`src/rtl/inport_pkg.sv`:
```
package inport_pkg;
  localparam int DW = 8;
  localparam int AW = 6;
  localparam int NBTN = 3;

  localparam logic [AW-1:0] OFS_CHG  = 6'h13;
  localparam logic [AW-1:0] OFS_STAT = 6'h17;
  localparam logic [AW-1:0] OFS_LVL  = 6'h37;
  localparam logic [AW-1:0] OFS_SET  = 6'h3B;
  localparam logic [AW-1:0] OFS_CLR  = 6'h3F;

  localparam logic [DW-1:0] CHG_RST  = 8'h40;
  localparam logic [DW-1:0] LVL_RST  = 8'h0B;
  localparam logic [DW-1:0] LVL_BTNS = 8'h0B;

  localparam int VEC_PTR   = 1;
  localparam int VEC_KB    = 2;
  localparam int VEC_STX   = 4;
  localparam int VEC_SRX   = 5;
  localparam int STAT_CHG  = 7;
  localparam int CHG_BLANK = 6;
  localparam int LVL_BLANK = 2;

  function automatic int chg_bit(input int b);
    case (b)
      0: chg_bit = 7;
      1: chg_bit = 5;
      default: chg_bit = 4;
    endcase
  endfunction

  function automatic int lvl_bit(input int b);
    case (b)
      0: lvl_bit = 3;
      1: lvl_bit = 1;
      default: lvl_bit = 0;
    endcase
  endfunction
endpackage

```
`src/rtl/inport_sync.sv`:
```
module inport_sync #(
  parameter int N = 3,
  parameter int STAGES = 2
) (
  input  logic         clk,
  input  logic         rst,
  input  logic [N-1:0] btn_n_i,
  output logic [N-1:0] press_o,
  output logic [N-1:0] release_o
);
  localparam int MSB = STAGES - 1;

  for (genvar g = 0; g < N; g++) begin : g_btn
    logic [STAGES-1:0] sh;
    logic              prev;
    always_ff @(posedge clk) begin
      if (rst) begin
        sh   <= '1;
        prev <= 1'b1;
      end else begin
        sh   <= {sh[STAGES-2:0], btn_n_i[g]};
        prev <= sh[MSB];
      end
    end
    assign press_o[g]   = prev & ~sh[MSB];
    assign release_o[g] = ~prev & sh[MSB];
  end
endmodule

```
`src/rtl/blank_tick_gen.sv`:
```
module blank_tick_gen #(
  parameter int DIV = 833_333
) (
  input  logic clk,
  input  logic rst,
  output logic tick_o
);
  localparam int CW = (DIV > 2) ? $clog2(DIV) : 1;
  localparam logic [CW-1:0] LAST = CW'(DIV - 1);

  logic [CW-1:0] cnt;

  always_ff @(posedge clk) begin
    if (rst) begin
      cnt    <= '0;
      tick_o <= 1'b0;
    end else begin
      tick_o <= (cnt == LAST);
      cnt    <= (cnt == LAST) ? '0 : cnt + 1'b1;
    end
  end
endmodule

```
`src/rtl/outport_latch.sv`:
```
module outport_latch #(
  parameter int W = 8
) (
  input  logic         clk,
  input  logic         rst,
  input  logic         set_we,
  input  logic         clr_we,
  input  logic [W-1:0] wdata,
  output logic [W-1:0] pins_o
);
  logic [W-1:0] latch_q, latch_n;

  always_comb begin
    latch_n = latch_q;
    if (set_we) latch_n = latch_n | wdata;
    if (clr_we) latch_n = latch_n & ~wdata;
  end

  always_ff @(posedge clk) begin
    if (rst) begin
      latch_q <= '0;
      pins_o  <= '1;
    end else begin
      latch_q <= latch_n;
      pins_o  <= ~latch_n;
    end
  end
endmodule

```
`src/rtl/inport_irq.sv`:
```
module inport_irq
  import inport_pkg::*;
#(
  parameter int TICK_DIV = 833_333,
  parameter int SYNC_STAGES = 2
) (
  input  logic          clk,
  input  logic          rst,
  input  logic [NBTN-1:0] btn_n_i,
  input  logic          evt_kb_rx,
  input  logic          evt_ser_tx,
  input  logic          evt_ser_rx,
  input  logic [AW-1:0] bus_addr,
  input  logic          bus_rd,
  input  logic          bus_wr,
  input  logic [DW-1:0] bus_wdata,
  output logic [DW-1:0] bus_rdata,
  output logic [DW-1:0] out_pins,
  output logic [DW-1:0] irq_vec,
  output logic          irq_o
);
  logic [NBTN-1:0] press, rel;
  logic            tick;
  logic            ev_any;
  logic            rd_chg;
  logic [DW-1:0]   chg_q, lvl_q, stat_q;
  logic [DW-1:0]   chg_n, lvl_n, stat_n, vec_n;

  inport_sync #(.N(NBTN), .STAGES(SYNC_STAGES)) u_sync (
    .clk(clk), .rst(rst), .btn_n_i(btn_n_i),
    .press_o(press), .release_o(rel)
  );

  blank_tick_gen #(.DIV(TICK_DIV)) u_tick (
    .clk(clk), .rst(rst), .tick_o(tick)
  );

  outport_latch #(.W(DW)) u_out (
    .clk(clk), .rst(rst),
    .set_we(bus_wr && bus_addr == OFS_SET),
    .clr_we(bus_wr && bus_addr == OFS_CLR),
    .wdata(bus_wdata), .pins_o(out_pins)
  );

  assign ev_any = |(press | rel);
  assign rd_chg = bus_rd && (bus_addr == OFS_CHG);

  always_comb begin
    chg_n  = chg_q;
    lvl_n  = lvl_q;
    stat_n = stat_q;
    vec_n  = irq_vec;
    if (rd_chg) begin
      chg_n[3:0]       = '0;
      stat_n[STAT_CHG] = 1'b0;
      vec_n            = '0;
    end
    // highest index first so the lowest-numbered button is applied last
    for (int i = NBTN - 1; i >= 0; i--) begin
      if (press[i] || rel[i]) begin
        chg_n             = '0;
        chg_n[chg_bit(i)] = 1'b1;
        lvl_n             = lvl_n | LVL_BTNS;
        if (press[i]) lvl_n[lvl_bit(i)] = 1'b0;
        stat_n[STAT_CHG]  = 1'b1;
        vec_n[VEC_PTR]    = 1'b1;
      end
    end
    if (tick) begin
      chg_n[CHG_BLANK] = 1'b1;
      stat_n[STAT_CHG] = 1'b1;
      vec_n[VEC_PTR]   = 1'b1;
      lvl_n[LVL_BLANK] = 1'b0;
    end
    if (evt_kb_rx)  vec_n[VEC_KB]  = 1'b1;
    if (evt_ser_tx) vec_n[VEC_STX] = 1'b1;
    if (evt_ser_rx) vec_n[VEC_SRX] = 1'b1;
  end

  always_ff @(posedge clk) begin
    if (rst) begin
      chg_q     <= CHG_RST;
      lvl_q     <= LVL_RST;
      stat_q    <= '0;
      irq_vec   <= '0;
      irq_o     <= 1'b0;
      bus_rdata <= '0;
    end else begin
      chg_q   <= chg_n;
      lvl_q   <= lvl_n;
      stat_q  <= stat_n;
      irq_vec <= vec_n;
      irq_o   <= |vec_n;
      if (bus_rd) begin
        case (bus_addr)
          OFS_CHG:  bus_rdata <= chg_q;
          OFS_STAT: bus_rdata <= stat_q;
          OFS_LVL:  bus_rdata <= lvl_q;
          default:  bus_rdata <= '0;
        endcase
      end
    end
  end
endmodule

```
`config.mk`:
```
export PLATFORM = sky130hd
export DESIGN_NAME = inport_irq
export DESIGN_NICKNAME = d
export VERILOG_FILES = /design/src/rtl/inport_pkg.sv /design/src/rtl/inport_sync.sv /design/src/rtl/blank_tick_gen.sv /design/src/rtl/outport_latch.sv /design/src/rtl/inport_irq.sv
export SDC_FILE = /design/constraint.sdc
export NUM_CORES = 1
export LEC_CHECK = 0
export CELL_PAD_IN_SITES_DETAIL_PLACEMENT = 0
export CELL_PAD_IN_SITES_GLOBAL_PLACEMENT = 2
export CORE_ASPECT_RATIO = 0.6
export CORE_MARGIN = 3
export CORE_UTILIZATION = 34
export CTS_CLUSTER_SIZE = 16
export DETAILED_ROUTE_END_ITERATION = 8
export PLACE_DENSITY = 0.86
export SLEW_MARGIN = 10
export SYNTH_ARGS = -nofsm -noshare
export SYNTH_HDL_FRONTEND = slang
export SYNTH_SLANG_ARGS = --single-unit
```
`constraint.sdc`:
```
create_clock -name clk -period 4.63 [get_ports clk]
set_clock_uncertainty 0.2 [all_clocks]
set_input_delay 0.6945 -clock clk [delete_from_list [all_inputs] [get_ports clk]]
set_output_delay 0.6945 -clock clk [all_outputs]
set_load 0.005 [all_outputs]
```
==> summary.md, run 1 <==
| Metric | Value |
|---|---|
| FP Rows | 24 |
| Max clock buf depth | 2 |
| M1 wire length | 3280 um |
| Largest fanout on the critical path | 18 |
| Crit-path slowest cell | nor2_1 |
| Switch Pwr | 0.287 mW |
| Kind of critical path | primary input to register |
| Final-stage net count | 363 |
| Largest net degree at the start of global routing | 20 |
| Share of the synthesized area in the top cell type | 52.1% |
| Post-synth cell types | 36 |
| Max-Cap Viols | 0 |
| Worst-margin pin slew | 0.791 ns |
| GRT Util Overall | 14.3% |
| Final setup fails | 0 |
| Placed inst area | 0.00325 mm2 |
| Internal power | 1.09 mW |
| Pre-CTS setup slack | 1.80 ns |
| Syn avg cell area | 9.43 um2 |
| Tmin final | 2.46 ns |
| Mapped cell area | 0.00269 mm2 |
| Global-route wire length before repair | 9990 um |
| CTS clk-pin slew, worst paths | 0.05 ns |
| Core Region | 0.00748 mm2 |
| Count of flip-flops with a built-in enable after synthesis | 0 |
| Unrepaired setup endpoints after global routing | false |
| Worst-case hold slack | 0.211 ns |
| Via count | 2076 |
| Leading area contributor after synthesis | dfxtp_1 |
| Hold Vio Cnt, Final | 0 |
| Worst slew margin | 47.1% |
| Critical path data arrival time | 2.53 ns |
| WP buf/inv | 1 |
| Routed wl met2 | 2090 um |
| Crit end category | register |
| Die Width | 121 um |
| Warning count from the yosys run | 0 |
| Worst IR Drop VDD | 0.000160 V |
| Ports | 49 |
| Number of hold buffers added after cts | 0 |
| Pre-Repair DR Iteration Count | 4 |
| Hold crit path type | register to register |
| N_diodes | 0 |
| CTS tree | done |
| Fin Setup TNS | 0 ns |
| Flop pwr share | 45.5% |
| Max incr delay on CP | 0.78 ns |
| Status | complete, no violations |
| Vias in the first global route | 1977 |
| Switching fraction of total power | 20.9% |
| Syn-to-layout area delta | 31.9% |
| Placed wire-length estimate | 4110 um |
| H-tree Lvls | 3 |
| Startpoint Class | primary input |
| Post-synthesis net count | 314 |
| Worst setup slack after layout | 2.17 ns |
| Crit-path cells | clkdlybuf4s50_1, nor2_1, mux2_2 |
| Iter 0 DRT Violations | 125 |
| Initial antenna violation count | 0 |
| FF+latch count, synth | 70 |
| Max Clk Rate | 0.406 GHz |
| GP Congestion | 0.778 |
| WL per Instance | 13.2 um |
| Tcrit/Tclk final | 53.2% |
| Die span in y | 74.9 um |
| Aggregate global routing overflow | 0 |
| PwrDens | 388 mW/mm2 |
| Post-cts sizing count | 0 |
| Top routing layer in use | met4 |
| Setup bufs post-CTS | 0 |
| Max Slew Vio Count | 0 |
| DRC | 0 |
| Top delay family on crit path | simple AND/OR/NAND/NOR gates |
| Via density | 4.69 |
| Cell area after layout | 0.00355 mm2 |
| Sequential cell area fraction in the yosys report | 52.1% |
| Initial core utilization | 36.0% |
| Port Buffers | 47 |
| Die area | 0.00905 mm2 |
| Mapped Cells | 285 |
| Combinational Power Share | 5.5% |
| Layout cells sized above 1 | 9.14% |
| CTS Root Cell | clkbuf_16 |
| WL final | 5870 um |
| Antenna viol nets, final | 0 |
| TritonCTS buffer count | 9 |
| Post-synth ARST share | 0% |
| Leakage power | 1.35 nW |
| Met3 Routed Length | 471 um |
| Clock latency on the worst-skew pair | 0.33 ns |
| CTS Sinks | 70 |
| Largest cells by area after synthesis | dfxtp_1 (52%), nor2_1 (4.9%), xnor2_1 (3.9%) |
| Main synth FF type | dfxtp_1 |
| Clock power share | 49.0% |
| CP required | 4.70 ns |
## worst reg2reg max path, stage by stage, from the launching register on
cell and delay [ns]:
dfxtp_1 0.39, ha_1 0.27, nand4_2 0.22, or4_1 0.54
or3_1 0.36, a21oi_1 0.13
## kinds of logic after synthesis
kind of cell    after synthesis  share of synthesized area (%)
other cells                   1                          0.139
buf+inv                      25                           3.72
flops                        70                           52.1
mux                          16                           6.28
xor+xnor                     14                           4.56
compound gates               30                           7.26
fa+ha+maj                     5                           2.33
simple gates                124                           23.6
## power groups by stage
stage	Combinational, mW	Clock [mW]	Sequential, mW
after detailed placement	0.0753	0	0.638
after global routing	0.0847	0.720	0.627
final	0.0751	0.674	0.626
after global placement	0.0748	0	0.638
after floorplan	0.0382	0	0.636
after CTS	0.0762	0.691	0.626
## placed cells by master (no fill, tap or decap), drive strengths merged
| cell type | synthesis | layout |
|---|---|---|
| dfxtp | 70 | 70 |
| clkdlybuf4s50 | 0 | 47 |
| nor2 | 35 | 35 |
| nand2 | 25 | 25 |
| inv | 15 | 15 |
| a21oi | 14 | 14 |
| clkbuf | 7 | 13 |
| xnor2 | 12 | 12 |
| nor4 | 10 | 10 |
| nand3 | 10 | 10 |
| mux2i | 9 | 9 |
| nand4 | 9 | 9 |
| nor2b | 8 | 8 |
| mux2 | 7 | 7 |
| or2 | 7 | 7 |
| nor3 | 6 | 6 |
| a22oi | 6 | 6 |
| o21ai | 5 | 5 |
| ha | 5 | 5 |
| and3 | 4 | 4 |
| or4 | 3 | 3 |
| nand2b | 2 | 2 |
| or3 | 2 | 2 |
| nor4b | 2 | 2 |
| xor2 | 2 | 2 |
| clkinv | 0 | 2 |
| a31oi | 1 | 1 |
| a311oi | 1 | 1 |
| a311o | 1 | 1 |
| o31ai | 1 | 1 |
| o41ai | 1 | 1 |
| or4b | 1 | 1 |
| conb | 1 | 1 |
| bufinv | 0 | 1 |
| buf | 3 | 1 |
## layout make-up
| cell class | count | area (um2) |
|---|---|---|
| Clock buffer | 13 | 250 |
| Clock inverter | 3 | 43.8 |
| Tap cell | 104 | 130 |
| Multi-Input combinational cell | 190 | 1190 |
| Fill cell | 714 | 3930 |
| Inverter | 15 | 56.3 |
| Timing Repair Buffer | 48 | 478 |
| Sequential cell | 70 | 1400 |
## sequential cells by signal (all words and copies together) (netlist names)
register and count:
u_out.latch_q 8, stat_q 1, u_out.pins_o 8, lvl_q 3, irq_o 1, irq_vec 8, u_sync.g_btn.prev 3, u_tick.tick_o 1
bus_rdata 7, u_tick.cnt 20, u_sync.g_btn.sh 6, chg_q 4
## stage by stage
step	utilization [%]	std cells	power (mW)
CTS	47.4	443	1.39
finish	47.4	443	1.37
global placement	43.5	427	0.713
floorplan	-	285	0.674
global route	47.4	443	1.43
detailed placement	43.5	427	0.714
## cells in the mapped netlist (2+ instances only)
library cell,instances
o21ai_0,5
nor2b_1,8
a21oi_1,14
a22oi_1,6
nand2b_1,2
nor4b_1,2
and3_1,4
or3_1,2
nor4_1,10
or2_2,6
ha_1,5
mux2i_1,9
nand4_1,8
nand3_1,8
nand2_1,25
xnor2_1,12
nor3_1,6
nor2_1,35
buf_2,2
inv_1,15
mux2_2,7
dfxtp_1,70
clkbuf_1,7
xor2_1,2
or4_1,3
nand3_2,2
## routing by layer
layer,vias to the layer above,track usage [%]
met1,944,21.0
met2,49,18.1
li1,1079,-
met5,-,0
met4,0,3.77
met3,4,7.06
## worst paths after layout
kind / from / to / slack [ns] / cells after the start
hold / removal: u_sync.g_btn[1].sh[0] / u_sync.g_btn[1].sh[1] / 0.21 / 1
setup reg to reg: u_tick.cnt[0] / u_tick.cnt[18] / 2.45 / 5
setup / recovery: rst / u_out.latch_q[7] / 2.17 / 3
hold reg to reg: u_sync.g_btn[1].sh[0] / u_sync.g_btn[1].sh[1] / 0.21 / 1
(Power assumes the default switching activity.)
==> run 2: changes to the inputs <==
--- a/config.mk
+++ b/config.mk
@@ -9,10 +9,10 @@
 export CELL_PAD_IN_SITES_GLOBAL_PLACEMENT = 2
 export CORE_ASPECT_RATIO = 0.6
 export CORE_MARGIN = 3
-export CORE_UTILIZATION = 34
+export CORE_UTILIZATION = 28
 export CTS_CLUSTER_SIZE = 16
 export DETAILED_ROUTE_END_ITERATION = 8
-export PLACE_DENSITY = 0.86
+export PLACE_DENSITY = 0.76
 export SLEW_MARGIN = 10
 export SYNTH_ARGS = -nofsm -noshare
 export SYNTH_HDL_FRONTEND = slang
==> constraint.sdc (replaced) <==
create_clock -name clk -period 2.19 [get_ports clk]
set_clock_uncertainty 0.2 [all_clocks]
set_input_delay 0.3285 -clock clk [delete_from_list [all_inputs] [get_ports clk]]
set_output_delay 0.3285 -clock clk [all_outputs]
set_load 0.005 [all_outputs]
==> summary.md, run 2 (synthesis results as in run 1) <==
| Metric | Value |
|---|---|
| R2R Path Start | u_tick.cnt[0] |
| Routed wl met2 | 2100 um |
| Largest fanout on the critical path | 5 |
| H-tree Lvls | 3 |
| Reg2Reg Depth | 5 |
| Kind of critical path | register to register |
| Multi-input logic area | 0.00119 mm2 |
| Placed cell count | 467 |
| Tcrit/Tclk final | 91.5% |
| WP depth | 5 |
| TritonCTS buffer count | 9 |
| Final-stage net count | 377 |
| Vias in the first global route | 1844 |
| Hold crit path type | register to register |
| Die span in y | 81.9 um |
| Setup bufs post-CTS | 0 |
| Fillcell total | 926 |
| WL final | 5870 um |
| PwrDens | 785 mW/mm2 |
| Status | complete, no violations |
| Max-Cap Viols | 0 |
| Syn-to-layout area delta | 36.9% |
| Clock latency on the worst-skew pair | 0.33 ns |
| Number of flip-flops in the largest register | 20 |
| Max clock buf depth | 2 |
| Die area | 0.0109 mm2 |
| Cell area after layout | 0.00368 mm2 |
| Flop pwr share | 45.8% |
| Hold path startpoint | u_sync.g_btn[1].sh[0] |
| Placed wire-length estimate | 4300 um |
| Worst IR Drop VDD | 0.000387 V |
| Top routing layer in use | met4 |
| Pre-Repair DR Iteration Count | 4 |
| WL per Instance | 12.2 um |
| N_diodes | 0 |
| Global-route wire length before repair | 9540 um |
| Via count | 2122 |
| FF-to-FF End | u_tick.cnt[18] |
| Met3 Routed Length | 425 um |
| Count of non-filler cells in the finished layout | 483 |
| Max incr delay on CP | 0.52 ns |
| Post-cts sizing count | 0 |
| Crit-path cells | ha_1, nand4_2, or4_1, or3_1, a21oi_1 |
| Aggregate global routing overflow | 0 |
| Most frequent cells in the layout | dfxtp_1 (70), clkdlybuf4s50_1 (47), nor2_1 (35) |
| Crit-path slowest cell | or4_1 |
| Antenna viol nets, final | 0 |
| Internal power | 2.27 mW |
| Critical path data arrival time | 2.07 ns |
| Core Region | 0.00926 mm2 |
| Number of hold buffers added after cts | 0 |
| CTS tree | done |
| Leakage power | 1.42 nW |
| Max Clk Rate | 0.499 GHz |
| Tmin final | 2.00 ns |
| Top reg by flops | u_tick.cnt |
| Final core area utilization | 39.8% |
| Commonest non-fill, non-tap cell in the layout | dfxtp_1 |
| Max Slew Vio Count | 0 |
| Initial core utilization | 29.0% |
| Hold Vio Cnt, Final | 0 |
| CP required | 2.25 ns |
| Top delay family on crit path | simple AND/OR/NAND/NOR gates |
| Die Width | 133 um |
| WP buf/inv | 0 |
| Final Power | 2.89 mW |
| Layout cells sized above 1 | 13.3% |
| Unrepaired setup endpoints after global routing | false |
| Initial antenna violation count | 0 |
| DRC | 0 |
| Final setup fails | 0 |
| Clock power share | 48.4% |
| Worst setup path startpoint | u_tick.cnt[0] |
| Worst Hold End | u_sync.g_btn[1].sh[1] |
| Placed inst area | 0.00339 mm2 |
| Depth of the worst hold-timing path | 1 |
| Crit end category | register |
| CTS clk-pin slew, worst paths | 0.05 ns |
| M1 wire length | 3270 um |
| Port Buffers | 47 |
| Via density | 4.39 |
| FF+latch area | 0.00140 mm2 |
| Fin Setup TNS | 0 ns |
| Largest net degree at the start of global routing | 17 |
| GRT Util Overall | 11.4% |
| CTS Sinks | 70 |
| Iter 0 DRT Violations | 174 |
| FP Rows | 27 |
| Ports | 49 |
| CTS Root Cell | clkbuf_16 |
| Switching fraction of total power | 21.4% |
| GP Congestion | 0.766 |
| Combinational Power Share | 5.8% |
| Startpoint Class | register |
| R2r setup slk | 0.19 ns |
| Switch Pwr | 0.619 mW |
==> run 2: how the worst max path moves through the flow <==
stage / slack, ns / to
floorplan: 0.21 / u_tick.cnt[18]
global placement: 0.07 / irq_vec[4]
detailed placement: 0.03 / irq_vec[4]
CTS: 0.19 / u_tick.cnt[18]
global route: 0.09 / u_tick.cnt[18]
finish: 0.19 / u_tick.cnt[18]
==> run 2: worst reg2reg max path: cells and delay by family, from the launching register on <==
family                     cells  cell delay [ns]
AOI/OAI and AO/OA              1             0.13
adders and majority gates      1             0.21
DFF                            1             0.40
and+or+nand+nor                3             0.99
==> run 2: layout make-up <==
| type | count | share of cell area (%) |
|---|---|---|
| inverter | 15 | 1.53 |
| multi-input combinational | 190 | 32.2 |
| timing repair buffer | 62 | 15.8 |
| clock inverter | 6 | 1.70 |
| sequential | 70 | 38.1 |
| tap | 130 | 4.42 |
| clock buffer | 10 | 6.22 |
==> run 2: through the flow <==
step | setup slack (ns) | hold WS [ns]
after global placement | 0.0745 | 0.192
after detailed placement | 0.0305 | 0.196
after global routing | 0.0916 | 0.215
final | 0.187 | 0.206
after floorplan | 0.207 | 0.189
after CTS | 0.187 | 0.209
==> run 2: power groups by stage <==
| stage | clock network, mW | logic [mW] | registers [mW] |
|---|---|---|---|
| 3_3_place_gp | 0 | 0.168 | 1.35 |
| 4_1_cts | 1.46 | 0.170 | 1.32 |
| 2_1_floorplan | 0 | 0.0807 | 1.34 |
| 3_5_place_dp | 0 | 0.169 | 1.35 |
| 6_report | 1.40 | 0.168 | 1.32 |
| 5_1_grt | 1.50 | 0.189 | 1.33 |
==> run 2: per-layer routing <==
metal / vias to the layer above / global-route usage [%]
li1: 1108 / -
met1: 927 / 16.9
met2: 77 / 13.8
met3: 10 / 4.71
met4: 0 / 4.67
met5: - / 0
==> run 3: changes to the inputs <==
--- a/config.mk
+++ b/config.mk
@@ -8,7 +8,6 @@
 export CELL_PAD_IN_SITES_DETAIL_PLACEMENT = 0
 export CELL_PAD_IN_SITES_GLOBAL_PLACEMENT = 2
 export CORE_ASPECT_RATIO = 0.6
-export CORE_MARGIN = 3
 export CORE_UTILIZATION = 28
 export CTS_CLUSTER_SIZE = 16
 export DETAILED_ROUTE_END_ITERATION = 8
==> summary.md, run 3 (synthesis results as in run 1) <==
| Metric | Value |
|---|---|
| DRC | 0 |
| WP depth | 4 |
| Max clock buf depth | 2 |
| GP Congestion | 0.774 |
| Global-route wire length before repair | 9610 um |
| CTS clk-pin slew, worst paths | 0.06 ns |
| Max Slew Vio Count | 0 |
| Leakage power | 1.40 nW |
| Largest fanout on the critical path | 5 |
| Final-stage net count | 375 |
| Core Region | 0.00926 mm2 |
| Max incr delay on CP | 0.62 ns |
| R2R Path Start | u_tick.cnt[11] |
| WL final | 5770 um |
| Status | complete, no violations |
| Initial antenna violation count | 0 |
| Die Width | 129 um |
| CP required | 2.24 ns |
| Grt met2 use | 16.6% |
| Final setup fails | 0 |
| Clock latency on the worst-skew pair | 0.33 ns |
| Number of flip-flops in the largest register | 20 |
| Tcrit/Tclk final | 93.6% |
| Ports | 49 |
| Syn-to-layout area delta | 36.4% |
| PwrDens | 790 mW/mm2 |
| Number of hold buffers added after cts | 0 |
| Hold Vio Cnt, Final | 0 |
| R2r setup slk | 0.14 ns |
| Via density | 4.36 |
| Layout cells sized above 1 | 12.5% |
| Most frequent cells in the layout | dfxtp_1 (70), clkdlybuf4s50_1 (47), nor2_1 (35) |
| Grt peak-use layer | met1 |
| Reg2Reg Depth | 4 |
| Via count | 2095 |
| Crit-path cells | nand4_1, or4_1, or3_1, a21oi_1 |
| Hold path startpoint | u_sync.g_btn[0].sh[0] |
| Final core area utilization | 39.6% |
| Unrepaired setup endpoints after global routing | false |
| Port Buffers | 47 |
| Worst Hold End | u_sync.g_btn[0].sh[1] |
| Iter 0 DRT Violations | 140 |
| Aggregate global routing overflow | 0 |
| WL per Instance | 12.0 um |
| Crit end category | register |
| GRT met3 Usage | 4.97% |
| CTS tree | done |
| Antenna viol nets, final | 0 |
| Top delay family on crit path | simple AND/OR/NAND/NOR gates |
| Fin Setup TNS | 0 ns |
| Vias in the first global route | 1952 |
| FF-to-FF End | u_tick.cnt[19] |
| Fillcell total | 934 |
| Met1 GRT Util | 17.9% |
| Depth of the worst hold-timing path | 1 |
| Largest net degree at the start of global routing | 20 |
| TritonCTS buffer count | 9 |
| Placed wire-length estimate | 4230 um |
| Top reg by flops | u_tick.cnt |
| H-tree Lvls | 3 |
| Commonest non-fill, non-tap cell in the layout | dfxtp_1 |
| GRT Util Overall | 12.5% |
| Initial core utilization | 29.0% |
| FP Rows | 27 |
| N_diodes | 0 |
| CTS Root Cell | clkbuf_16 |
| Post-cts sizing count | 0 |
| Critical path data arrival time | 2.11 ns |
| Hold crit path type | register to register |
| Tmin final | 2.05 ns |
| CTS Sinks | 70 |
| WP buf/inv | 0 |
| Max Clk Rate | 0.488 GHz |
| Kind of critical path | register to register |
| Die area | 0.0100 mm2 |
| Crit-path slowest cell | or4_1 |
| Max-Cap Viols | 0 |
| Worst IR Drop VDD | 0.000322 V |
| Startpoint Class | register |
| Die span in y | 77.9 um |
| Pre-Repair DR Iteration Count | 4 |
| Setup bufs post-CTS | 0 |
## run 3: report_power, final
| group | switching [mW] | leakage, nW | internal, mW | total (mW) |
|---|---|---|---|---|
| sequential | 0.0190 | 0.570 | 1.30 | 1.32 |
| combinational | 0.0765 | 0.694 | 0.0897 | 0.166 |
| clock | 0.524 | 0.136 | 0.883 | 1.41 |
## run 3: worst register-to-register path: stages, from the launching register on
cell and delay [ns]:
dfxtp_1 0.44, nand4_1 0.23, or4_1 0.62, or3_1 0.34
a21oi_1 0.15
## run 3: area by class of cell
| class | instances | area (um2) | share of cell area [%] |
|---|---|---|---|
| clock buffers | 11 | 233 | 6.35 |
| multi-input cells | 190 | 1190 | 32.4 |
| well taps | 130 | 163 | 4.44 |
| inverters | 15 | 56.3 | 1.54 |
| repair buffers | 60 | 568 | 15.5 |
| flip-flops and latches | 70 | 1400 | 38.2 |
| clock inverters | 5 | 58.8 | 1.60 |
## run 3: metal layers
metal  wire length (um)  share of wire, %
met5                  0                 0
met4                 85               1.5
met3                333               5.8
met2               2110                37
met1               3240                56
## run 3: metrics by stage
stage          cells  hold WS (ns)  power, mW  instance area [um2]  setup WS, ns
5_1_grt          481         0.224       3.03                 3670        0.0505
3_5_place_dp     465         0.196       1.52                 3380        0.0595
2_1_floorplan    285         0.189       1.42                 2690         0.207
6_report         481         0.210       2.90                 3670         0.139
4_1_cts          481         0.210       2.95                 3670         0.153
3_3_place_gp     465         0.192       1.52                 3380        0.0800
## run 3: worst max path at each step
stage / start / end / slack, ns
global route: u_tick.cnt[11] / u_tick.cnt[19] / 0.05
detailed placement: bus_addr[1] / irq_vec[4] / 0.06
CTS: u_tick.cnt[11] / u_tick.cnt[19] / 0.15
global placement: bus_addr[4] / irq_vec[5] / 0.08
floorplan: u_tick.cnt[0] / u_tick.cnt[18] / 0.21
finish: u_tick.cnt[11] / u_tick.cnt[19] / 0.14
